$ cat src/rtl/wilk_pkg.sv
package wilk_pkg;
  typedef struct packed {
    logic clearAll;   // wipe every cell at an accepted start
    logic captureEn;  // ramp running, edges may be latched
    logic finalize;   // terminal count reached this cycle
  } ctlStrobes_t;
endpackage

$ cat src/rtl/wilk_ctrl.sv
module wilk_ctrl #(
  parameter int CNT_W = 12
) (
  input  logic                     clk,
  input  logic                     rstN,
  input  logic                     startIn,
  output wilk_pkg::ctlStrobes_t    strobes,
  output logic [CNT_W-1:0]         count,
  output logic                     busy,
  output logic                     donePulse
);
  localparam logic [CNT_W-1:0] CNT_MAX = {CNT_W{1'b1}};

  typedef enum logic {ST_IDLE, ST_RUN} ctlState_t;
  ctlState_t state;
  logic doneReg;

  always_ff @(posedge clk) begin
    if (!rstN) begin
      state   <= ST_IDLE;
      count   <= '0;
      doneReg <= 1'b0;
    end else begin
      doneReg <= 1'b0;
      case (state)
        ST_IDLE: if (startIn) begin
          state <= ST_RUN;
          count <= '0;
        end
        ST_RUN: if (count == CNT_MAX) begin
          state   <= ST_IDLE;
          doneReg <= 1'b1;
        end else begin
          count <= count + 1'b1;
        end
        default: state <= ST_IDLE;
      endcase
    end
  end

  always_comb begin
    strobes.clearAll  = (state == ST_IDLE) && startIn;
    strobes.captureEn = (state == ST_RUN);
    strobes.finalize  = (state == ST_RUN) && (count == CNT_MAX);
  end

  assign busy      = (state == ST_RUN);
  assign donePulse = doneReg;

  // counter steps by one while the ramp runs
  a_r2_count_step: assert property (@(posedge clk) disable iff (!rstN)
    (busy && $past(busy)) |-> (count == $past(count) + 1'b1));
  // a new ramp always begins at zero
  a_r2_start_zero: assert property (@(posedge clk) disable iff (!rstN)
    $rose(busy) |-> (count == '0));
  // completion is a single-cycle pulse
  a_r6_single_pulse: assert property (@(posedge clk) disable iff (!rstN)
    donePulse |=> !donePulse);
  // completion follows the end of the busy window
  a_r6_after_busy: assert property (@(posedge clk) disable iff (!rstN)
    $fell(busy) |-> donePulse);
endmodule

$ cat src/rtl/wilk_cell.sv
module wilk_cell #(
  parameter int CNT_W = 12
) (
  input  logic                  clk,
  input  logic                  rstN,
  input  logic                  cmpIn,
  input  wilk_pkg::ctlStrobes_t strobes,
  input  logic [CNT_W-1:0]      count,
  output logic [CNT_W-1:0]      code,
  output logic                  ovf
);
  localparam logic [CNT_W-1:0] CNT_MAX = {CNT_W{1'b1}};

  logic syncA, syncB, prevB, fired, riseSeen;

  always_ff @(posedge clk) begin
    if (!rstN) begin
      syncA <= 1'b0;
      syncB <= 1'b0;
      prevB <= 1'b0;
    end else begin
      syncA <= cmpIn;
      syncB <= syncA;
      prevB <= syncB;
    end
  end

  assign riseSeen = syncB & ~prevB;

  always_ff @(posedge clk) begin
    if (!rstN || strobes.clearAll) begin
      code  <= '0;
      fired <= 1'b0;
      ovf   <= 1'b0;
    end else if (strobes.captureEn) begin
      if (riseSeen && !fired) begin
        code  <= count;
        fired <= 1'b1;
      end else if (strobes.finalize && !fired) begin
        code  <= CNT_MAX;
        fired <= 1'b1;
        ovf   <= 1'b1;
      end
    end
  end

  // an overflowed cell always carries full scale
  a_r5_ovf_full: assert property (@(posedge clk) disable iff (!rstN)
    ovf |-> (code == CNT_MAX));
  // once fired, the code holds for the rest of the ramp
  a_r4_hold_code: assert property (@(posedge clk) disable iff (!rstN)
    (fired && strobes.captureEn) |=> $stable(code));
endmodule

$ cat src/rtl/wilk_datapath.sv
module wilk_datapath #(
  parameter int NUM_CELLS = 32,
  parameter int CNT_W     = 12,
  parameter int ADDR_W    = 5
) (
  input  logic                  clk,
  input  logic                  rstN,
  input  logic [NUM_CELLS-1:0]  cmpIn,
  input  wilk_pkg::ctlStrobes_t strobes,
  input  logic [CNT_W-1:0]      count,
  input  logic                  busy,
  input  logic                  rdEn,
  input  logic [ADDR_W-1:0]     rdAddr,
  output logic [CNT_W-1:0]      rdData,
  output logic                  rdOvf,
  output logic                  rdValid
);
  logic [CNT_W-1:0]     cellCode [NUM_CELLS];
  logic [NUM_CELLS-1:0] cellOvf;
  logic                 addrOk;

  for (genvar c = 0; c < NUM_CELLS; c++) begin : g_cell
    wilk_cell #(.CNT_W(CNT_W)) cell_i (
      .clk     (clk),
      .rstN    (rstN),
      .cmpIn   (cmpIn[c]),
      .strobes (strobes),
      .count   (count),
      .code    (cellCode[c]),
      .ovf     (cellOvf[c])
    );
  end

  assign addrOk = ({1'b0, rdAddr} < (ADDR_W+1)'(NUM_CELLS));

  always_ff @(posedge clk) begin
    if (!rstN) begin
      rdValid <= 1'b0;
      rdData  <= '0;
      rdOvf   <= 1'b0;
    end else begin
      rdValid <= rdEn && !busy && addrOk;
      if (rdEn && !busy && addrOk) begin
        rdData <= cellCode[rdAddr];
        rdOvf  <= cellOvf[rdAddr];
      end
    end
  end

  // nothing is returned for a request made during a ramp
  a_r8_refuse_busy: assert property (@(posedge clk) disable iff (!rstN)
    busy |=> !rdValid);
  // valid data only answers a request
  a_r7_valid_needs_req: assert property (@(posedge clk) disable iff (!rstN)
    rdValid |-> $past(rdEn));
endmodule

$ cat src/rtl/wilk_latch_bank.sv
module wilk_latch_bank #(
  parameter int NUM_CELLS = 32,
  parameter int CNT_W     = 12,
  parameter int ADDR_W    = (NUM_CELLS > 1) ? $clog2(NUM_CELLS) : 1
) (
  input  logic                 clk,
  input  logic                 rstN,
  input  logic                 startIn,
  input  logic [NUM_CELLS-1:0] cmpIn,
  input  logic                 rdEn,
  input  logic [ADDR_W-1:0]    rdAddr,
  output logic [CNT_W-1:0]     rdData,
  output logic                 rdOvf,
  output logic                 rdValid,
  output logic                 busy,
  output logic                 donePulse
);
  wilk_pkg::ctlStrobes_t strobes;
  logic [CNT_W-1:0]      count;

  wilk_ctrl #(.CNT_W(CNT_W)) ctrl_i (
    .clk       (clk),
    .rstN      (rstN),
    .startIn   (startIn),
    .strobes   (strobes),
    .count     (count),
    .busy      (busy),
    .donePulse (donePulse)
  );

  wilk_datapath #(.NUM_CELLS(NUM_CELLS), .CNT_W(CNT_W), .ADDR_W(ADDR_W)) dp_i (
    .clk     (clk),
    .rstN    (rstN),
    .cmpIn   (cmpIn),
    .strobes (strobes),
    .count   (count),
    .busy    (busy),
    .rdEn    (rdEn),
    .rdAddr  (rdAddr),
    .rdData  (rdData),
    .rdOvf   (rdOvf),
    .rdValid (rdValid)
  );
endmodule

$ cat config.mk
export PLATFORM = sky130hd
export DESIGN_NAME = wilk_latch_bank
export DESIGN_NICKNAME = d
export VERILOG_FILES = /design/src/rtl/wilk_pkg.sv /design/src/rtl/wilk_ctrl.sv /design/src/rtl/wilk_cell.sv /design/src/rtl/wilk_datapath.sv /design/src/rtl/wilk_latch_bank.sv
export SDC_FILE = /design/constraint.sdc
export NUM_CORES = 1
export LEC_CHECK = 0
export BUFFER_PORTS_ARGS = -buffer_cell sky130_fd_sc_hd__buf_2
export CORE_UTILIZATION = 60
export DETAILED_ROUTE_END_ITERATION = 6
export GPL_ROUTABILITY_DRIVEN = 0
export PLACE_DENSITY = 0.74
export SLEW_MARGIN = 20
export SYNTH_ARGS = -nofsm -noshare
export SYNTH_HDL_FRONTEND = slang
export SYNTH_SLANG_ARGS = --single-unit
$ cat constraint.sdc
create_clock -name clk -period 2.5 [get_ports clk]
set_input_delay 0.125 -clock clk [delete_from_list [all_inputs] [get_ports clk]]
set_output_delay 0.125 -clock clk [all_outputs]
set_load 0.02 [all_outputs]
# Word-level counts from Yosys, hierarchy flattened
# Index checks and enable logic that the tools add are counted.
dict set report word_totals {
  ff_bits 572
  inputBits 41
  out_inout_bits 16
  wordCells 642
}
dict set report classes {
  n_addsub 1
  magnitude_cmp 2
  eq_ne 3
  muxes 140
  bitwise_logic 98
  n_reduce_logical 200
}
# op count
set ops {}
lappend ops {{12-bit 2-to-1 mux} 68}
lappend ops {{3-bit AND reduction} 32}
lappend ops {{1-bit 2-to-1 mux} 68}
lappend ops {{2-bit AND reduction} 34}
lappend ops {{1-bit logical AND} 67}
lappend ops {{1-bit inverter} 65}
lappend ops {{2-bit nonzero test} 32}
lappend ops {{12-bit binary-select mux with 5-bit select} 1}
lappend ops {{1-bit logical NOT} 34}
lappend ops {{1-bit bitwise AND} 32}
lappend ops {{12-bit case mux with 2 select lines} 1}
lappend ops {{12-bit by 1-bit adder with 12-bit output, second input constant} 1}
lappend ops {{12-bit == test, second input constant} 1}
lappend ops {{6-bit greater-or-equal comparator, second input constant} 1}
lappend ops {{5-bit by 6-bit less-than comparator with 1-bit output, second input constant} 1}
lappend ops {{5-bit inverter with 6-bit output} 1}
lappend ops {{1-bit binary-select mux with 5-bit select} 1}
lappend ops {{2-bit != test, second input constant} 2}
lappend ops {{1-bit case mux with 2 select lines} 1}
lappend ops {{1-bit logical OR} 1}

# Logic depth before layout (Yosys ltp)
# Gate-level depths: netlist of the first run.
dict set report depth {
  depth_word 5
  ltp_mapped 9
  ltp_nobuf 6
}

# Cells and area by module
# From an unflattened synthesis of the first run, not the netlist that was laid out.
dict set report hier_totals {
  hier_cells 1978
  hier_area_um2 23729.0
}
# module instances cells_per_inst area_per_inst_um2 seq_area_each_um2
set by_module_without_submodules {}
lappend by_module_without_submodules {wilk_cell 32 44 591.8 340.3}
lappend by_module_without_submodules {wilk_datapath 1 481 4011.3 280.3}
lappend by_module_without_submodules {wilk_ctrl 1 89 779.5 280.3}

# Worst setup path after synthesis of the first run
# Ideal clock, no wire load.
dict set report synth_timing {
  path_type {register to register}
  startpoint {reg ctrl_i.state (netlist: ctrl_i.busy)}
  endpoint {reg dp_i.g_cell[13].cell_i.code[9]}
  setup_time_ns 0.060
  arrival_time_ns 2.140
  required_time_ns 2.440
  slack_ns 0.300
  stages_incl_launch_ff 10
  path_buffers 4
  synth_period_minus_slack_ns 2.200
  cell_sequence {dfxtp_1 buf_2 inv_2 or4_4 or2_1 buf_2 buf_6 o21ai_4 buf_6 o221a_1}
}
dict set report synth_via {
  elab_chain_len 4
  word_cells_on_any_way 7
  classes_between {bitwise (1); reduce/logical (6)}
}
# item line_no
set synth_rtl {}
lappend synth_rtl {{start, declared} wilk_ctrl.sv:15} ;# ctlState_t state;
lappend synth_rtl {{start signal, assigned} wilk_ctrl.sv:20} ;# state <= ST_IDLE;
lappend synth_rtl {{start signal, assigned} wilk_ctrl.sv:27} ;# state <= ST_RUN;
lappend synth_rtl {{start signal, assigned} wilk_ctrl.sv:31} ;# state <= ST_IDLE;
lappend synth_rtl {{1-bit logical AND} wilk_ctrl.sv:44} ;# strobes.finalize = (state == ST_RUN) && (count == CNT_MAX);
lappend synth_rtl {{1-bit logical AND} wilk_cell.sv:39} ;# end else if (strobes.finalize && !fired) begin
lappend synth_rtl {{2-bit nonzero test (no line)} -}
lappend synth_rtl {{2-bit AND reduction (no line)} -}
lappend synth_rtl {{end signal, assigned} wilk_cell.sv:37} ;# code <= count;
lappend synth_rtl {{end, declared} wilk_cell.sv:9} ;# output logic [CNT_W-1:0] code,
# Several ways; a longest one is shown, not always the timed one.
# A chain may end at the register's enable or synchronous reset.

# Worst setup path in the final report of the first run
dict set report layout_timing {
  startpoint {reg ctrl_i.count[3]}
  endpoint {reg ctrl_i.count[11]}
}
dict set report layout_via {
  elab_chain_len 3
  word_cells_on_any_way 6
  classes_between {add/sub (1); eq/ne (2); mux (2); reduce/logical (1)}
}
# item line_no
set layout_rtl {}
lappend layout_rtl {{start, declared} wilk_ctrl.sv:8} ;# output logic [CNT_W-1:0] count,
lappend layout_rtl {{start signal, assigned} wilk_ctrl.sv:34} ;# count <= count + 1'b1;
lappend layout_rtl {{12-bit by 1-bit adder with 12-bit output or 12-bit == test (tied branches)} {wilk_ctrl.sv:34, wilk_ctrl.sv:30}}
lappend layout_rtl {{12-bit 2-to-1 mux or 2-bit != test (tied branches)} -}
lappend layout_rtl {{12-bit case mux with 2 select lines or 2-bit AND reduction (tied branches)} -}
# Several ways; a longest one is shown, not always the timed one. The select of a mux whose other input is x is not followed.

==> results of run 1 <==
==> power by group through the flow <==
stage,combinational (mW),clock (mW),sequential [mW]
floorplan,0.848,0,9.60
detailed placement,1.28,0,9.61
CTS,1.32,9.33,9.40
global route,1.42,9.74,9.42
finish,1.35,9.26,9.41
global placement,1.26,0,9.60
==> metal layers <==
layer	share of wire [%]	wire length [µm]	track usage [%]	vias to the layer above
met2	44	27580	48.53	864
met5	0	0	0	-
met4	3.9	2478	13.32	0
met1	44	27460	45.44	8407
met3	8.7	5488	6.605	159
li1	-	-	-	7793
==> registers in the layout, indices dropped and copies added (netlist names) <==
register / flops
ctrl_i.busy: 1
dp_i.rdValid: 1
dp_i.g_cell.cell_i.prevB: 32
dp_i.g_cell.cell_i.fired: 32
dp_i.g_cell.cell_i.syncA: 32
dp_i.g_cell.cell_i.ovf: 32
dp_i.g_cell.cell_i.code: 384
dp_i.g_cell.cell_i.syncB: 32
dp_i.rdOvf: 1
ctrl_i.donePulse: 1
ctrl_i.count: 12
dp_i.rdData: 12
==> cell usage after synthesis (2+ instances only) <==
cell type | instances | share of area, %
dfxtp_1 | 572 | 50
o221a_2 | 312 | 15
mux2i_1 | 209 | 9.2
clkbuf_1 | 163 | 2.7
a22oi_1 | 105 | 3.5
and2_1 | 99 | 2.7
a21oi_1 | 91 | 2.0
nor2_1 | 83 | 1.4
o221a_1 | 72 | 3.6
buf_2 | 66 | 1.5
a31oi_1 | 26 | 0.71
nor2b_1 | 23 | 0.63
nand3b_1 | 20 | 0.66
o21a_1 | 20 | 0.66
o21ai_0 | 18 | 0.40
nor3_2 | 15 | 0.66
or3_1 | 15 | 0.41
or4_1 | 15 | 0.49
buf_1 | 14 | 0.23
nand2b_1 | 14 | 0.38
inv_1 | 12 | 0.20
nand2_1 | 10 | 0.16
nor3_1 | 10 | 0.22
buf_6 | 8 | 0.40
o21ai_4 | 7 | 0.50
o21ai_1 | 5 | 0.11
and3_1 | 4 | 0.11
buf_4 | 3 | 0.099
nand4_1 | 3 | 0.082
xnor2_1 | 3 | 0.12
a21o_1 | 2 | 0.066
==> path summary, 6_finish.rpt <==
kind | start | end | depth (start not counted)
worst min-delay path | rdEn | dp_i.rdOvf | 4
worst max register to register | ctrl_i.count[3] | ctrl_i.count[11] | 6
worst max-delay path | ctrl_i.count[3] | ctrl_i.count[11] | 6
worst min register to register | dp_i.g_cell[30].cell_i.syncA | dp_i.g_cell[30].cell_i.syncB | 1
==> stage by stage <==
stage               utilization [%]  hold WS [ps]  std cells  setup slack (ps)
floorplan                         -         252.3       2034             300.1
global placement              63.58         331.5       2423             293.4
detailed placement            63.58         334.9       2423             253.6
CTS                           70.04         101.1       2560             224.5
global route                  70.04         150.3       2560             88.52
finish                        70.04         136.6       2560             211.7
==> worst register-to-register path, stage by stage, from the launching register on <==
cell and delay, ps:
dfxtp_1 370, buf_4 530, and3_1 340, nand4_1 140, a2111oi_0 570, xnor2_1 180, nor2_1 50
==> logic make-up after synthesis <==
group	count (synthesis)	share of synthesized area [%]
AOI/OAI and AO/OA	661	27.01
and+or+nand+nor	319	8.231
adders and majority gates	1	0.05494
buffers and inverters	269	5.115
DFF	572	50.29
xor gates and xnor gates	3	0.1154
muxes	209	9.187
==> layout make-up <==
class / count / area (µm²)
Clock buffer: 74 / 1610
Clock inverter: 29 / 436.7
Fill cell: 2761 / 11070
Inverter: 14 / 52.55
Tap cell: 504 / 630.6
Multi-Input combinational cell: 1193 / 10200
Timing Repair Buffer: 174 / 1501
Sequential cell: 572 / 11450
==> timing repair <==
item / CTS / global route
hold buffers: 34 / 0
endpoints found under the hold margin: 38 / 0
endpoints found under the setup margin: 0 / 0
==> impl_metrics.json, run 1 <==
{
  "via_per_inst": 6.728,
  "ys.flop_type": "dfxtp_1",
  "cpPeakStageDelay_ps": 570,
  "status": "complete, no violations",
  "cp_top_family": "compound AO/OA/AOI/OAI gates",
  "numCtsBuffers": 56,
  "syn_area_um2": 22770,
  "syn_nets": 2076,
  "finalSetupViolations": 0,
  "diodes": 0,
  "num-nets-final": 2053,
  "drtIter0Drc": 2001,
  "crit_type": "flip-flop to flip-flop",
  "grt_pass1_vias": 16610,
  "worst-path-max-fanout": 36,
  "wirelength_mm": 63.01,
  "ys_seq_area_share_pct": 50.29,
  "yosysUniqueCellTypes": 46,
  "layout_commonest_cell": "dfxtp_1",
  "core_um2": 36960,
  "critPathLaunchType": "flip-flop",
  "synth_edf_count": 0,
  "period_minus_slack_ps": 2288,
  "post-cts-setup-buffer-count": 0,
  "cts_root_buf": "clkbuf_16",
  "syn_inst": 2034,
  "setup_tns_ps": 0,
  "cp_cell_sequence": "buf_4 -> and3_1 -> nand4_1 -> a2111oi_0 -> xnor2_1 -> nor2_1",
  "drc": 0,
  "p_sw_share_pct": 22.64,
  "grt_use_total_pct": 32.37,
  "p_total_mw": 20.02,
  "power_frac_comb_pct": 6.7,
  "fmax_mhz": 437.0,
  "port_buffers": 56,
  "die_w_um": 196.8,
  "yosysWarnings": 0,
  "tightest_slew_ps": 852.1,
  "postPlaceCellArea_um2": 23500,
  "clk_path_buf_depth": 3,
  "hp-class": "input port to flip-flop",
  "vdd_drop_max_mv": 0.6187,
  "grt_pass1_wl_mm": 97.94,
  "grt-ovfl-total": 0,
  "power.switching_mw": 4.533,
  "postCtsResizedCells": 0,
  "finalCritPeriodShare_pct": 91.53,
  "ys_seq_elements": 572,
  "fin_worst_skew_ps": 19.34,
  "drive_gt1_share_pct": 28.40,
  "internal_power_mw": 15.49,
  "antenna_found_initial": 0,
  "crit_buf_inv": 1,
  "async_flop_share_pct": 0,
  "worstPathArrival_ps": 2790,
  "drv_slew": 0,
  "cts_sinks": 572,
  "grt_max_degree": 112,
  "slowest_stage": "a2111oi_0",
  "required_ps": 3000,
  "die_area_um2": 38740,
  "synthToLayoutAreaGrowth_pct": 13.68,
  "worstSetupEndpointType": "flip-flop",
  "drv_cap": 0,
  "die_h_um": 196.8,
  "mostFrequentLayoutCells": "dfxtp_1 (572), o221a_2 (312), mux2i_1 (209), a22oi_1 (105), and2_1 (98)",
  "grt_setup_unrepaired": "no",
  "cts.clk_slew.worst_paths_ps": 60,
  "syn_area_per_cell_um2": 11.20,
  "hold_viol_final": 0,
  "ant_nets": 0,
  "relSlewSlack_pct": 43.19,
  "wl_per_cell_um": 24.61,
  "postLayoutCellArea_um2": 25890,
  "clkPwrFrac_pct": 46.3,
  "io_pins": 57,
  "power.density_cell_area_nw_per_um2": 773.5,
  "leakagePower_nw": 10.12,
  "clock_latency_ps": 610,
  "start_util_pct": 61.61,
  "dr_total_vias": 17223,
  "rows": 70,
  "cts_tree": "done",
  "p_seq_share_pct": 47.0,
  "regToRegSetupSlack_ps": 210,
  "dr.pass1.iters": 5,
  "cts_max_level": 2,
  "dpl.hpwl_mm": 38.04
}
Note: power is estimated with default switching activity, not from simulation.
==> inputs of run 2 (changes only) <==
REMOVE_ABC_BUFFERS = 1   (was not set)
==> impl_metrics.json, run 2 (synthesis gave the netlist of run 1 again) <==
{
  "wl_per_cell_um": 24.08,
  "postLayoutCellArea_um2": 25630,
  "die_h_um": 196.8,
  "layout_commonest_cell": "dfxtp_1",
  "worst-path-max-fanout": 24,
  "reg2reg_depth": 7,
  "p_total_mw": 19.32,
  "fmax_mhz": 444.0,
  "die_w_um": 196.8,
  "routed-wl-met3_mm": 4.702,
  "antenna_found_initial": 0,
  "drv_slew": 0,
  "drc": 0,
  "critPathLaunchType": "flip-flop",
  "tightest_slew_ps": 1013,
  "numCtsBuffers": 56,
  "rows": 70,
  "finalSetupViolations": 0,
  "clk_path_buf_depth": 3,
  "start_util_pct": 61.61,
  "vdd_drop_max_mv": 0.5277,
  "mostFrequentLayoutCells": "dfxtp_1 (571), o221a_2 (312), mux2i_1 (209), a22oi_1 (105), and2_1 (98)",
  "grt-ovfl-total": 0,
  "dpl.hpwl_mm": 36.24,
  "crit_type": "flip-flop to flip-flop",
  "grt_use_total_pct": 31.63,
  "dr_wl_met2_mm": 27.00,
  "top_register": "dp_i.g_cell.cell_i.code",
  "startpoint": "ctrl_i.count[0]",
  "status": "complete, no violations",
  "grt_pass1_wl_mm": 95.37,
  "leakagePower_nw": 10.01,
  "fin_worst_skew_ps": 8.555,
  "die_area_um2": 38740,
  "dr_total_vias": 16850,
  "hp-class": "input port to flip-flop",
  "routed.top_layer": "met4",
  "relSlewSlack_pct": 32.44,
  "synthToLayoutAreaGrowth_pct": 12.55,
  "wl_met1_mm": 28.00,
  "min_path_cells": 4,
  "cts_sinks": 572,
  "cp-endpoint": "dp_i.g_cell[18].cell_i.code[0]",
  "cts_root_buf": "clkbuf_16",
  "cts_tree": "done",
  "postPlaceCellArea_um2": 23390,
  "regToRegSetupSlack_ps": 250,
  "drv_cap": 0,
  "required_ps": 3050,
  "ant_nets": 0,
  "r2r_start": "ctrl_i.count[0]",
  "port_buffers": 56,
  "hold_viol_final": 0,
  "via_per_inst": 6.595,
  "grt_setup_unrepaired": "no",
  "cts_max_level": 2,
  "wirelength_mm": 61.52,
  "worstSetupEndpointType": "flip-flop",
  "cts.clk_slew.worst_paths_ps": 60,
  "diodes": 0,
  "power.density_cell_area_nw_per_um2": 753.7,
  "core_um2": 36960,
  "grt_max_degree": 154,
  "grt_pass1_vias": 16002,
  "period_minus_slack_ps": 2253,
  "clock_latency_ps": 610,
  "drtIter0Drc": 1651,
  "r2r-end": "dp_i.g_cell[18].cell_i.code[0]",
  "fillers": 2758,
  "drive_gt1_share_pct": 27.99,
  "io_pins": 57,
  "finalCritPeriodShare_pct": 90.10,
  "largest_reg_flops": 384,
  "worstPathArrival_ps": 2800,
  "num-nets-final": 2048,
  "dr.pass1.iters": 6
}
[run 2: changes by cell type in the layout (fill, tap and decap cells not counted), sizes merged]
| cell | previous run | this run |
|---|---|---|
| buf | 140 | 135 |
| clkinv | 14 | 10 |
| bufinv | 11 | 3 |
| clkbuf | 74 | 89 |
| clkinvlp | 2 | 0 |
| inv | 16 | 15 |
[run 2: routing by layer]
metal / track usage, % / vias to the layer above
li1: - / 7785
met1: 45.70 / 8297
met2: 47.72 / 645
met3: 5.544 / 123
met4: 10.34 / 0
met5: 0 / -
[run 2: final cells by class]
class	instances	area (µm²)	area share (%)
Clock buffer	89	1747	6.815
Clock inverter	14	152.6	0.5956
Inverter	14	52.55	0.2050
Multi-Input combinational cell	1193	10210	39.82
Sequential cell	572	11450	44.68
Tap cell	504	630.6	2.460
Timing Repair Buffer	169	1389	5.419
[run 2: worst min-delay path by stage]
stage,from,to,slack (ps)
finish,rdEn,dp_i.rdOvf,140
global route,rdEn,dp_i.rdData[10],150
CTS,rdEn,dp_i.rdData[11],100
detailed placement,cmpIn[8],dp_i.g_cell[8].cell_i.syncA,330
global placement,cmpIn[10],dp_i.g_cell[10].cell_i.syncA,330
floorplan,rstN,dp_i.g_cell[0].cell_i.syncA,250
[run 2: critical path, stage by stage (launching register included)]
cell and delay (ps):
dfxtp_1 340, ha_1 210, nand2_1 90, or4_4 500
or2_1 260, buf_12 200, o21ai_4 320, o221a_2 260
[run 2: power breakdown]
group | internal, mW | switching (mW)
clock network | 5.07 | 3.51
logic | 0.513 | 0.809
registers | 9.31 | 0.104
[run 2: through the flow]
| stage | util [%] | hold WS [ps] | TNS, ps | setup slack [ps] | std cells |
|---|---|---|---|---|---|
| global placement | 63.28 | 330.3 | 0 | 262.7 | 2418 |
| detailed placement | 63.28 | 333.8 | 0 | 251.0 | 2418 |
| finish | 69.34 | 136.4 | 0 | 247.5 | 2555 |
| CTS | 69.34 | 97.03 | 0 | 272.5 | 2555 |
| floorplan | - | 246.7 | -5814590 | -14370 | 1779 |
| global route | 69.34 | 146.5 | 0 | 153.0 | 2555 |
[run 2: repair_timing]
item                       CTS  global route
buffers inserted             0             0
hold endpoints to repair    39             0
gates resized for setup      0             0
setup endpoints to repair    0             0
hold buffers                34             0
==> inputs of run 3 (changes only) <==
CORE_UTILIZATION = 58   (was 60)
PLACE_DENSITY = 0.72   (was 0.74)
==> impl_metrics.json, run 3 (synthesis gave the netlist of run 1 again) <==
{
  "grt_max_degree": 205,
  "critPathLaunchType": "flip-flop",
  "drv_cap": 0,
  "drive_gt1_share_pct": 28.47,
  "wl_per_cell_um": 24.47,
  "postLayoutCellArea_um2": 25740,
  "slowest_stage": "or4_4",
  "drc": 0,
  "drtIter0Drc": 1550,
  "hold_viol_final": 0,
  "required_ps": 3050,
  "postPlaceCellArea_um2": 23480,
  "dpl.hpwl_mm": 37.51,
  "fin_worst_skew_ps": 26.07,
  "worst-path-max-fanout": 12,
  "mostFrequentLayoutCells": "dfxtp_1 (571), o221a_2 (312), mux2i_1 (209), a22oi_1 (105), and2_1 (98)",
  "fillers": 2908,
  "io_pins": 57,
  "cts_max_level": 2,
  "cp_top_family": "simple AND/OR/NAND/NOR gates",
  "fmax_mhz": 440.3,
  "leakagePower_nw": 10.06,
  "port_buffers": 56,
  "dr_total_vias": 16941,
  "setup_tns_ps": 0,
  "layout_commonest_cell": "dfxtp_1",
  "power.density_cell_area_nw_per_um2": 751.3,
  "wirelength_mm": 63.14,
  "start_util_pct": 58.92,
  "via_per_inst": 6.566,
  "crit_type": "flip-flop to flip-flop",
  "relSlewSlack_pct": 41.64,
  "core_um2": 38650,
  "finalSetupViolations": 0,
  "die_area_um2": 40060,
  "clk_path_buf_depth": 3,
  "top_register": "dp_i.g_cell.cell_i.code",
  "largest_reg_flops": 384,
  "drv_slew": 0,
  "status": "complete, no violations",
  "vdd_drop_max_mv": 0.5794,
  "numCtsBuffers": 56,
  "die_h_um": 200.1,
  "worstSetupEndpointType": "flip-flop",
  "cts_tree": "done",
  "grt-ovfl-total": 0,
  "cp_cell_sequence": "ha_1 -> nand2_1 -> or4_4 -> or2_4 -> buf_12 -> o21ai_4 -> o221a_1",
  "diodes": 0,
  "period_minus_slack_ps": 2271,
  "whs_ps": 152.3,
  "dr.pass1.iters": 5,
  "synthToLayoutAreaGrowth_pct": 13.05,
  "grt_use_total_pct": 31.26,
  "worstPathArrival_ps": 2820,
  "regToRegSetupSlack_ps": 230,
  "finalCritPeriodShare_pct": 90.84,
  "cpPeakStageDelay_ps": 520,
  "antenna_found_initial": 0,
  "ant_nets": 0,
  "cts.clk_slew.worst_paths_ps": 70,
  "die_w_um": 200.1,
  "hp-class": "input port to flip-flop",
  "crit_buf_inv": 1,
  "grt_pass1_wl_mm": 98.25,
  "grt_setup_unrepaired": "no",
  "p_total_mw": 19.34,
  "grt_pass1_vias": 16508,
  "clock_latency_ps": 630,
  "cts_root_buf": "clkbuf_16",
  "tightest_slew_ps": 875.4,
  "cts_sinks": 572,
  "num-nets-final": 2057,
  "rows": 72
}
## run 3: where the power goes
group,internal [mW],leakage [nW],switching [mW]
Combinational,0.520,4.48,0.831
Sequential,9.31,4.64,0.103
Clock,5.01,0.951,3.57
Total,14.8,10.1,4.50
## run 3: per-stage QoR
| step | setup slack [ps] | cells | util [%] |
|---|---|---|---|
| 6_report | 229.0 | 2580 | 66.61 |
| 5_1_grt | 96.80 | 2580 | 66.61 |
| 4_1_cts | 105.0 | 2579 | 66.56 |
| 3_5_place_dp | 134.6 | 2440 | 60.76 |
| 3_3_place_gp | 218.7 | 2440 | 60.76 |
| 2_1_floorplan | -14370 | 1779 | - |
## run 3: repair_timing
| action | 4_1_cts | 5_1_grt |
|---|---|---|
| hold buffers | 34 | 0 |
| setup endpoints to repair | 0 | 7 |
| hold endpoints to repair | 38 | 0 |
| setup buffers | 0 | 1 |
| resized for setup | 0 | 1 |
## run 3: layer usage
layer  GRT usage [%]  part of all wire (%)  up-vias
li1                -                     -     7789
met1           42.83                    44     8314
met2           47.72                    44      678
met3           5.760                   7.8      160
met4           14.64                   4.1        0
met5               0                     0        -
## run 3: area by class of cell
| cell class | count | area [µm²] | share of cell area, % |
|---|---|---|---|
| Clock buffer | 89 | 1757 | 6.823 |
| Timing Repair Buffer | 178 | 1481 | 5.754 |
| Multi-Input combinational cell | 1193 | 10210 | 39.65 |
| Tap cell | 518 | 648.1 | 2.517 |
| Sequential cell | 572 | 11450 | 44.48 |
| Inverter | 14 | 52.55 | 0.2041 |
| Clock inverter | 16 | 145.1 | 0.5638 |
## run 3: worst paths after layout
path	from	endpoint	cells after the start
setup / recovery	ctrl_i.count[0]	dp_i.g_cell[16].cell_i.code[6]	7
hold / removal	rdEn	dp_i.rdData[2]	4
setup reg to reg	ctrl_i.count[0]	dp_i.g_cell[16].cell_i.code[6]	7
hold reg to reg	dp_i.g_cell[4].cell_i.syncA	dp_i.g_cell[4].cell_i.syncB	1
## run 3: worst reg2reg max path, stage by stage (launching register included)
cell and delay [ps]:
dfxtp_1 350, ha_1 210, nand2_1 90, or4_4 520, or2_4 310, buf_12 180
o21ai_4 300, o221a_1 250
